File: src/rtl/npc_pkg.sv
package npc_pkg;
  localparam int unsigned INSTR_W = 32;
  localparam int unsigned OPC_W   = 7;
  localparam int unsigned F3_W    = 3;

  localparam logic [OPC_W-1:0] OPC_BRANCH = 7'b1100011;
  localparam logic [OPC_W-1:0] OPC_JAL    = 7'b1101111;
  localparam logic [OPC_W-1:0] OPC_JALR   = 7'b1100111;

  typedef enum logic [1:0] {
    FLOW_SEQ  = 2'd0,
    FLOW_BR   = 2'd1,
    FLOW_JAL  = 2'd2,
    FLOW_JALR = 2'd3
  } flow_kind_e;

  typedef enum logic [F3_W-1:0] {
    CMP_EQ  = 3'b000,
    CMP_NE  = 3'b001,
    CMP_LT  = 3'b100,
    CMP_GE  = 3'b101,
    CMP_LTU = 3'b110,
    CMP_GEU = 3'b111
  } cmp_code_e;

  function automatic flow_kind_e classify(input logic [OPC_W-1:0] opc);
    case (opc)
      OPC_BRANCH: classify = FLOW_BR;
      OPC_JAL:    classify = FLOW_JAL;
      OPC_JALR:   classify = FLOW_JALR;
      default:    classify = FLOW_SEQ;
    endcase
  endfunction
endpackage

File: src/rtl/npc_imm_unpack.sv
module npc_imm_unpack #(
  parameter int unsigned XLEN = 32
) (
  input  logic [31:7]     instr_hi,
  output logic [XLEN-1:0] br_off,
  output logic [XLEN-1:0] jal_off,
  output logic [XLEN-1:0] jr_off
);
  localparam int unsigned BR_W  = 13;
  localparam int unsigned JAL_W = 21;
  localparam int unsigned JR_W  = 12;

  logic [BR_W-1:0]  br_raw;
  logic [JAL_W-1:0] jal_raw;
  logic [JR_W-1:0]  jr_raw;

  always_comb begin
    br_raw  = {instr_hi[31], instr_hi[7], instr_hi[30:25], instr_hi[11:8], 1'b0};
    jal_raw = {instr_hi[31], instr_hi[19:12], instr_hi[20], instr_hi[30:21], 1'b0};
    jr_raw  = instr_hi[31:20];
  end

  assign br_off  = {{(XLEN-BR_W){br_raw[BR_W-1]}}, br_raw};
  assign jal_off = {{(XLEN-JAL_W){jal_raw[JAL_W-1]}}, jal_raw};
  assign jr_off  = {{(XLEN-JR_W){jr_raw[JR_W-1]}}, jr_raw};
endmodule

File: src/rtl/npc_cond_eval.sv
module npc_cond_eval
  import npc_pkg::*;
#(
  parameter int unsigned XLEN = 32
) (
  input  logic [XLEN-1:0] lhs,
  input  logic [XLEN-1:0] rhs,
  input  logic [F3_W-1:0] code,
  output logic            hit
);
  logic same, below_s, below_u;

  always_comb begin
    same    = (lhs == rhs);
    below_s = ($signed(lhs) < $signed(rhs));
    below_u = (lhs < rhs);
  end

  always_comb begin
    case (code)
      CMP_EQ:  hit = same;
      CMP_NE:  hit = !same;
      CMP_LT:  hit = below_s;
      CMP_GE:  hit = !below_s;
      CMP_LTU: hit = below_u;
      CMP_GEU: hit = !below_u;
      default: hit = 1'b0;
    endcase
  end
endmodule

File: src/rtl/npc_target_mux.sv
module npc_target_mux
  import npc_pkg::*;
#(
  parameter int unsigned XLEN = 32
) (
  input  flow_kind_e      kind,
  input  logic            cond_hit,
  input  logic [XLEN-1:0] cur_pc,
  input  logic [XLEN-1:0] base_reg,
  input  logic [XLEN-1:0] br_off,
  input  logic [XLEN-1:0] jal_off,
  input  logic [XLEN-1:0] jr_off,
  output logic [XLEN-1:0] tgt,
  output logic            redirect,
  output logic [XLEN-1:0] ret_addr,
  output logic            ret_we
);
  localparam logic [XLEN-1:0] INSTR_BYTES = XLEN'(4);
  localparam logic [XLEN-1:0] ALIGN_MASK  = ~XLEN'(1);

  logic [XLEN-1:0] seq_pc, br_pc, jal_pc, jr_sum;

  always_comb begin
    seq_pc = cur_pc + INSTR_BYTES;
    br_pc  = cur_pc + br_off;
    jal_pc = cur_pc + jal_off;
    jr_sum = base_reg + jr_off;
  end

  always_comb begin
    tgt      = seq_pc;
    redirect = 1'b0;
    ret_we   = 1'b0;
    case (kind)
      FLOW_BR: begin
        if (cond_hit) begin
          tgt      = br_pc;
          redirect = 1'b1;
        end
      end
      FLOW_JAL: begin
        tgt      = jal_pc;
        redirect = 1'b1;
        ret_we   = 1'b1;
      end
      FLOW_JALR: begin
        tgt      = jr_sum & ALIGN_MASK;
        redirect = 1'b1;
        ret_we   = 1'b1;
      end
      default: ;
    endcase
  end

  assign ret_addr = seq_pc;
endmodule

File: src/rtl/npc_unit.sv
module npc_unit
  import npc_pkg::*;
#(
  parameter int unsigned XLEN = 32,
  parameter logic [XLEN-1:0] RESET_PC = '0
) (
  input  logic            clk,
  input  logic            rst_n,
  input  logic            step,
  input  logic [31:0]     instr,
  input  logic [XLEN-1:0] rs1_val,
  input  logic [XLEN-1:0] rs2_val,
  output logic [XLEN-1:0] pc_q,
  output logic [XLEN-1:0] next_pc,
  output logic            taken,
  output logic [XLEN-1:0] link_val,
  output logic            link_we
);
  flow_kind_e      kind;
  logic            cond_hit;
  logic [XLEN-1:0] br_off, jal_off, jr_off;
  logic [XLEN-1:0] pc_r;

  assign kind = classify(instr[OPC_W-1:0]);

  npc_imm_unpack #(.XLEN(XLEN)) u_imm (
    .instr_hi (instr[31:7]),
    .br_off   (br_off),
    .jal_off  (jal_off),
    .jr_off   (jr_off)
  );

  npc_cond_eval #(.XLEN(XLEN)) u_cond (
    .lhs  (rs1_val),
    .rhs  (rs2_val),
    .code (instr[14:12]),
    .hit  (cond_hit)
  );

  npc_target_mux #(.XLEN(XLEN)) u_tgt (
    .kind     (kind),
    .cond_hit (cond_hit),
    .cur_pc   (pc_r),
    .base_reg (rs1_val),
    .br_off   (br_off),
    .jal_off  (jal_off),
    .jr_off   (jr_off),
    .tgt      (next_pc),
    .redirect (taken),
    .ret_addr (link_val),
    .ret_we   (link_we)
  );

  always_ff @(posedge clk or negedge rst_n) begin
    if (!rst_n)    pc_r <= RESET_PC;
    else if (step) pc_r <= next_pc;
  end

  assign pc_q = pc_r;


  pc_advance_chk: assert property (@(posedge clk) disable iff (!rst_n)
    step |=> pc_q == $past(next_pc));


  pc_hold_chk: assert property (@(posedge clk) disable iff (!rst_n)
    !step |=> $stable(pc_q));


  seq_path_chk: assert property (@(posedge clk) disable iff (!rst_n)
    (instr[6:0] != OPC_BRANCH && instr[6:0] != OPC_JAL && instr[6:0] != OPC_JALR)
      |-> (next_pc == pc_q + XLEN'(4) && !taken && !link_we));


  rsvd_cmp_chk: assert property (@(posedge clk) disable iff (!rst_n)
    (instr[6:0] == OPC_BRANCH && instr[14:13] == 2'b01) |-> !taken);


  link_value_chk: assert property (@(posedge clk) disable iff (!rst_n)
    link_we |-> link_val == pc_q + XLEN'(4));


  branch_nolink_chk: assert property (@(posedge clk) disable iff (!rst_n)
    instr[6:0] == OPC_BRANCH |-> !link_we);


  jr_align_chk: assert property (@(posedge clk) disable iff (!rst_n)
    instr[6:0] == OPC_JALR |-> (next_pc[0] == 1'b0 && taken));
endmodule

File: config.mk
export PLATFORM = sky130hd
export DESIGN_NAME = npc_unit
export DESIGN_NICKNAME = d
export VERILOG_FILES = /design/src/rtl/npc_pkg.sv /design/src/rtl/npc_imm_unpack.sv /design/src/rtl/npc_cond_eval.sv /design/src/rtl/npc_target_mux.sv /design/src/rtl/npc_unit.sv
export SDC_FILE = /design/constraint.sdc
export NUM_CORES = 1
export LEC_CHECK = 0
export BUFFER_PORTS_ARGS = -buffer_cell sky130_fd_sc_hd__buf_4
export CELL_PAD_IN_SITES_DETAIL_PLACEMENT = 0
export CELL_PAD_IN_SITES_GLOBAL_PLACEMENT = 2
export CORE_MARGIN = 10
export CORE_UTILIZATION = 34
export CTS_CLUSTER_DIAMETER = 150
export DETAILED_ROUTE_END_ITERATION = 10
export GPL_TIMING_DRIVEN = 0
export PLACE_DENSITY = 0.9
export SYNTH_ARGS = -nofsm -noshare
export SYNTH_HDL_FRONTEND = slang
export SYNTH_SLANG_ARGS = --single-unit
File: constraint.sdc
create_clock -name clk -period 5.7 [get_ports clk]
set_input_delay 0.855 -clock clk [delete_from_list [all_inputs] [get_ports clk]]
set_output_delay 0.855 -clock clk [all_outputs]
set_load 0.01 [all_outputs]
==> run metrics <==
status finished, final reports clean; Unique masters post-synth 78; Initial Util 34.78%; crit-path max cell delay 0.55 ns; first-pass GRT wire length 51,690 um; remaining global-route overflow 0; Relative slew margins 15.50%; flop2flop setup slack between 1.5 and 2 ns; PD cells 395.3 mW/mm^2; Final TNS setup 0 ns; Slew @ Worst Pin 1.258 ns; Met3 Routed Length 2046 um; Worst-Skew Late Latency 0.30 ns; clk sinks 32; CTS Buf Count 5; Netlist Area Pre-Place ~0.0079 mm^2; ys async rst share 100.0%; # DRC 0; via/cell ratio approximately 5.6; # port buffers 195; CP required ~4.9 ns; placed inst area 0.009802 mm^2; Die Y roughly 170 um; Setup violations, final 0; cts repair resizes 0; synthesized net count 1,260; num rows 55; WS Path Type in2out; largest cells by area after synthesis ha_1 (17%), dfrtp_1 (10%), xnor2_1 (8.2%); die width 172.9 um; Yosys reg bits 32; max reg flops 32; Worst R2R Start pc_q[1]$_DFFE_PN0P_; final WL 33,770 um; Overall Global Routing Usage about 21%; Hold Path Class in2async; CP endpoint kind output port; Min Hold Slack 0.5234 ns; GPL Wtd Cong around 0.91; Antenna Violating Nets Remaining 0; Slew Viols, Final 0; Pre-Repair DR Iteration Count 5; dpl cells 1,560; Slowest-stage cell, CP a21oi_1; commonest cells in the netlist ha_1 (106), a21oi_1 (99), nand2_1 (76); CP delay by family, top compound AO/OA/AOI/OAI gates; Setup Fix Bufs, Post-CTS 0; maximum number of pins on one net before global-route repair 42; cells along the critical path buf_4, ha_1, fa_1, a211oi_1, o21ai_0, a21oi_1, o31a_1, o21ai_1, a21oi_1, xnor2_1, mux2i_1, a221o_1, buf_4; Post-synth EDFFs 0; 1st-iter DRT viols 663; WL per Instance 21.52 um; RR Endpoint pc_q[27]$_DFFE_PN0P_; DIE AREA 0.02989 mm^2; worst reg2reg path depth 12; Final Non-Filler Cells about 1,600; Top Layer Used met4; total length of routed met2 wires 15,750 um; Clock Tree Buf Depth 2; CTS tree built; Final Util between 40 and 50%; vias in the first global route 8,819; RSZ-0062 raised after global routing no; post-synth top area cell ha_1; wire length on met1 15,420 um; Via Count around 8,800; Yosys warning count 0; final period utilization about 93%; Final Hold Fails 0; max-cap violations 0; Seq/Total Area, Yosys about a tenth; initial antenna violation count 0; ys flop type dfrtp_1; Clock Skew between 0.007 and 0.008 ns; crit path time final 5.321 ns; Peak VDD IR 0.0001470 V; area grow syn2layout 25.49%; final net count 1,462; share of cells above drive strength 1 21.91%; root buffer cell clkbuf_16; syn_area_per_cell ~7.6 um^2; hold_buf cts 0; leakage 4.748 nW; Design Area, Final 0.009972 mm^2; fill cell count 2,441; CP bufs+invs 2; Post-DP HPWL 28,210 um; post-synth top area share 16.69%; Syn Inst Count 1,052; IO Pins 197; most frequent cell after synthesis ha_1; FMAX 0.1879 GHz; Crit Path Max Fanout 4; WP data arrival 4.47 ns; CORE AREA 0.02285 mm^2; CTS H-tree lvls 2; clock-pin slew on the worst setup and hold paths around 0.070 ns; Startpoint Class input port
through the flow:
step	setup WS, ns	total power, mW
after floorplan	1.322	2.403
after CTS	0.3457	3.908
after detailed placement	0.3703	3.546
after global placement	0.3861	3.557
final	0.3790	3.942
after global routing	0.1515	4.229
worst max path at each step:
stage | start | to | cells after the start
after floorplan | rs2_val[31] | next_pc[7] | 14
after global placement | rs1_val[31] | next_pc[7] | 15
after detailed placement | rs1_val[31] | next_pc[7] | 15
after CTS | rs1_val[31] | next_pc[7] | 15
after global routing | rs1_val[31] | next_pc[7] | 15
final | instr[21] | next_pc[27] | 13
cells by family (layout without fill, tap and decap cells):
logic type / after synthesis / after routing / share of synthesized area (%)
flip-flops: 32 / 32 / 10.08
AO/OA/AOI/OAI: 355 / 355 / 30.26
XOR/XNOR: 110 / 110 / 12.12
multiplexers: 45 / 45 / 6.188
other: 0 / 1 / 0
AND/OR/NAND/NOR: 291 / 291 / 17.87
adder cells (fa/ha/maj): 109 / 109 / 17.45
buffers and inverters: 110 / 313 / 6.030
cell usage in the layout, fill, tap and decap left out, types with 6 or more instances in the layout:
master    count
o21bai_1     12
nor3_1       22
a21oi_1      99
ha_1        106
nand2b_1      9
nor2_1       73
buf_4       198
inv_1        69
nand3_1      35
and3_1       15
a31oi_1      17
buf_2         9
and2_1        9
dfrtp_1      32
xor2_1       36
xnor2_1      74
nand2_1      76
a21o_1       30
o21ai_0      61
a211o_1       6
nand4_1      19
a211oi_1     14
o211ai_1     11
clkbuf_1     25
nor2b_1       9
o31ai_1       6
and4_1        8
o21a_1        9
mux2i_1      14
or3_1         6
a22oi_1       7
a221oi_1      9
a22o_1        7
mux2_2       25
final cells by class:
type / count / area (um^2) / area share [%]
inverter: 69 / 259.0 / 2.597
clock buffer: 5 / 125.1 / 1.255
tap: 313 / 391.6 / 3.927
sequential: 32 / 800.8 / 8.030
multi-input combinational: 910 / 6666 / 66.85
buffer: 41 / 220.2 / 2.208
clock inverter: 3 / 42.54 / 0.4266
timing repair buffer: 195 / 1464 / 14.68
antenna: 1 / 2.502 / 0.02509
routing by layer:
metal	GRT usage, %	up-vias
met5	0	-
met2	36.07	305
met3	2.592	31
met1	28.61	4138
li1	-	4330
met4	4.815	0
power breakdown:
part | switching, mW | internal (mW)
clock | 0.138 | 0.206
combinational | 1.72 | 1.36
sequential | 0.200 | 0.310
total | 2.06 | 1.88
Power figures use the tool's default switching activity.
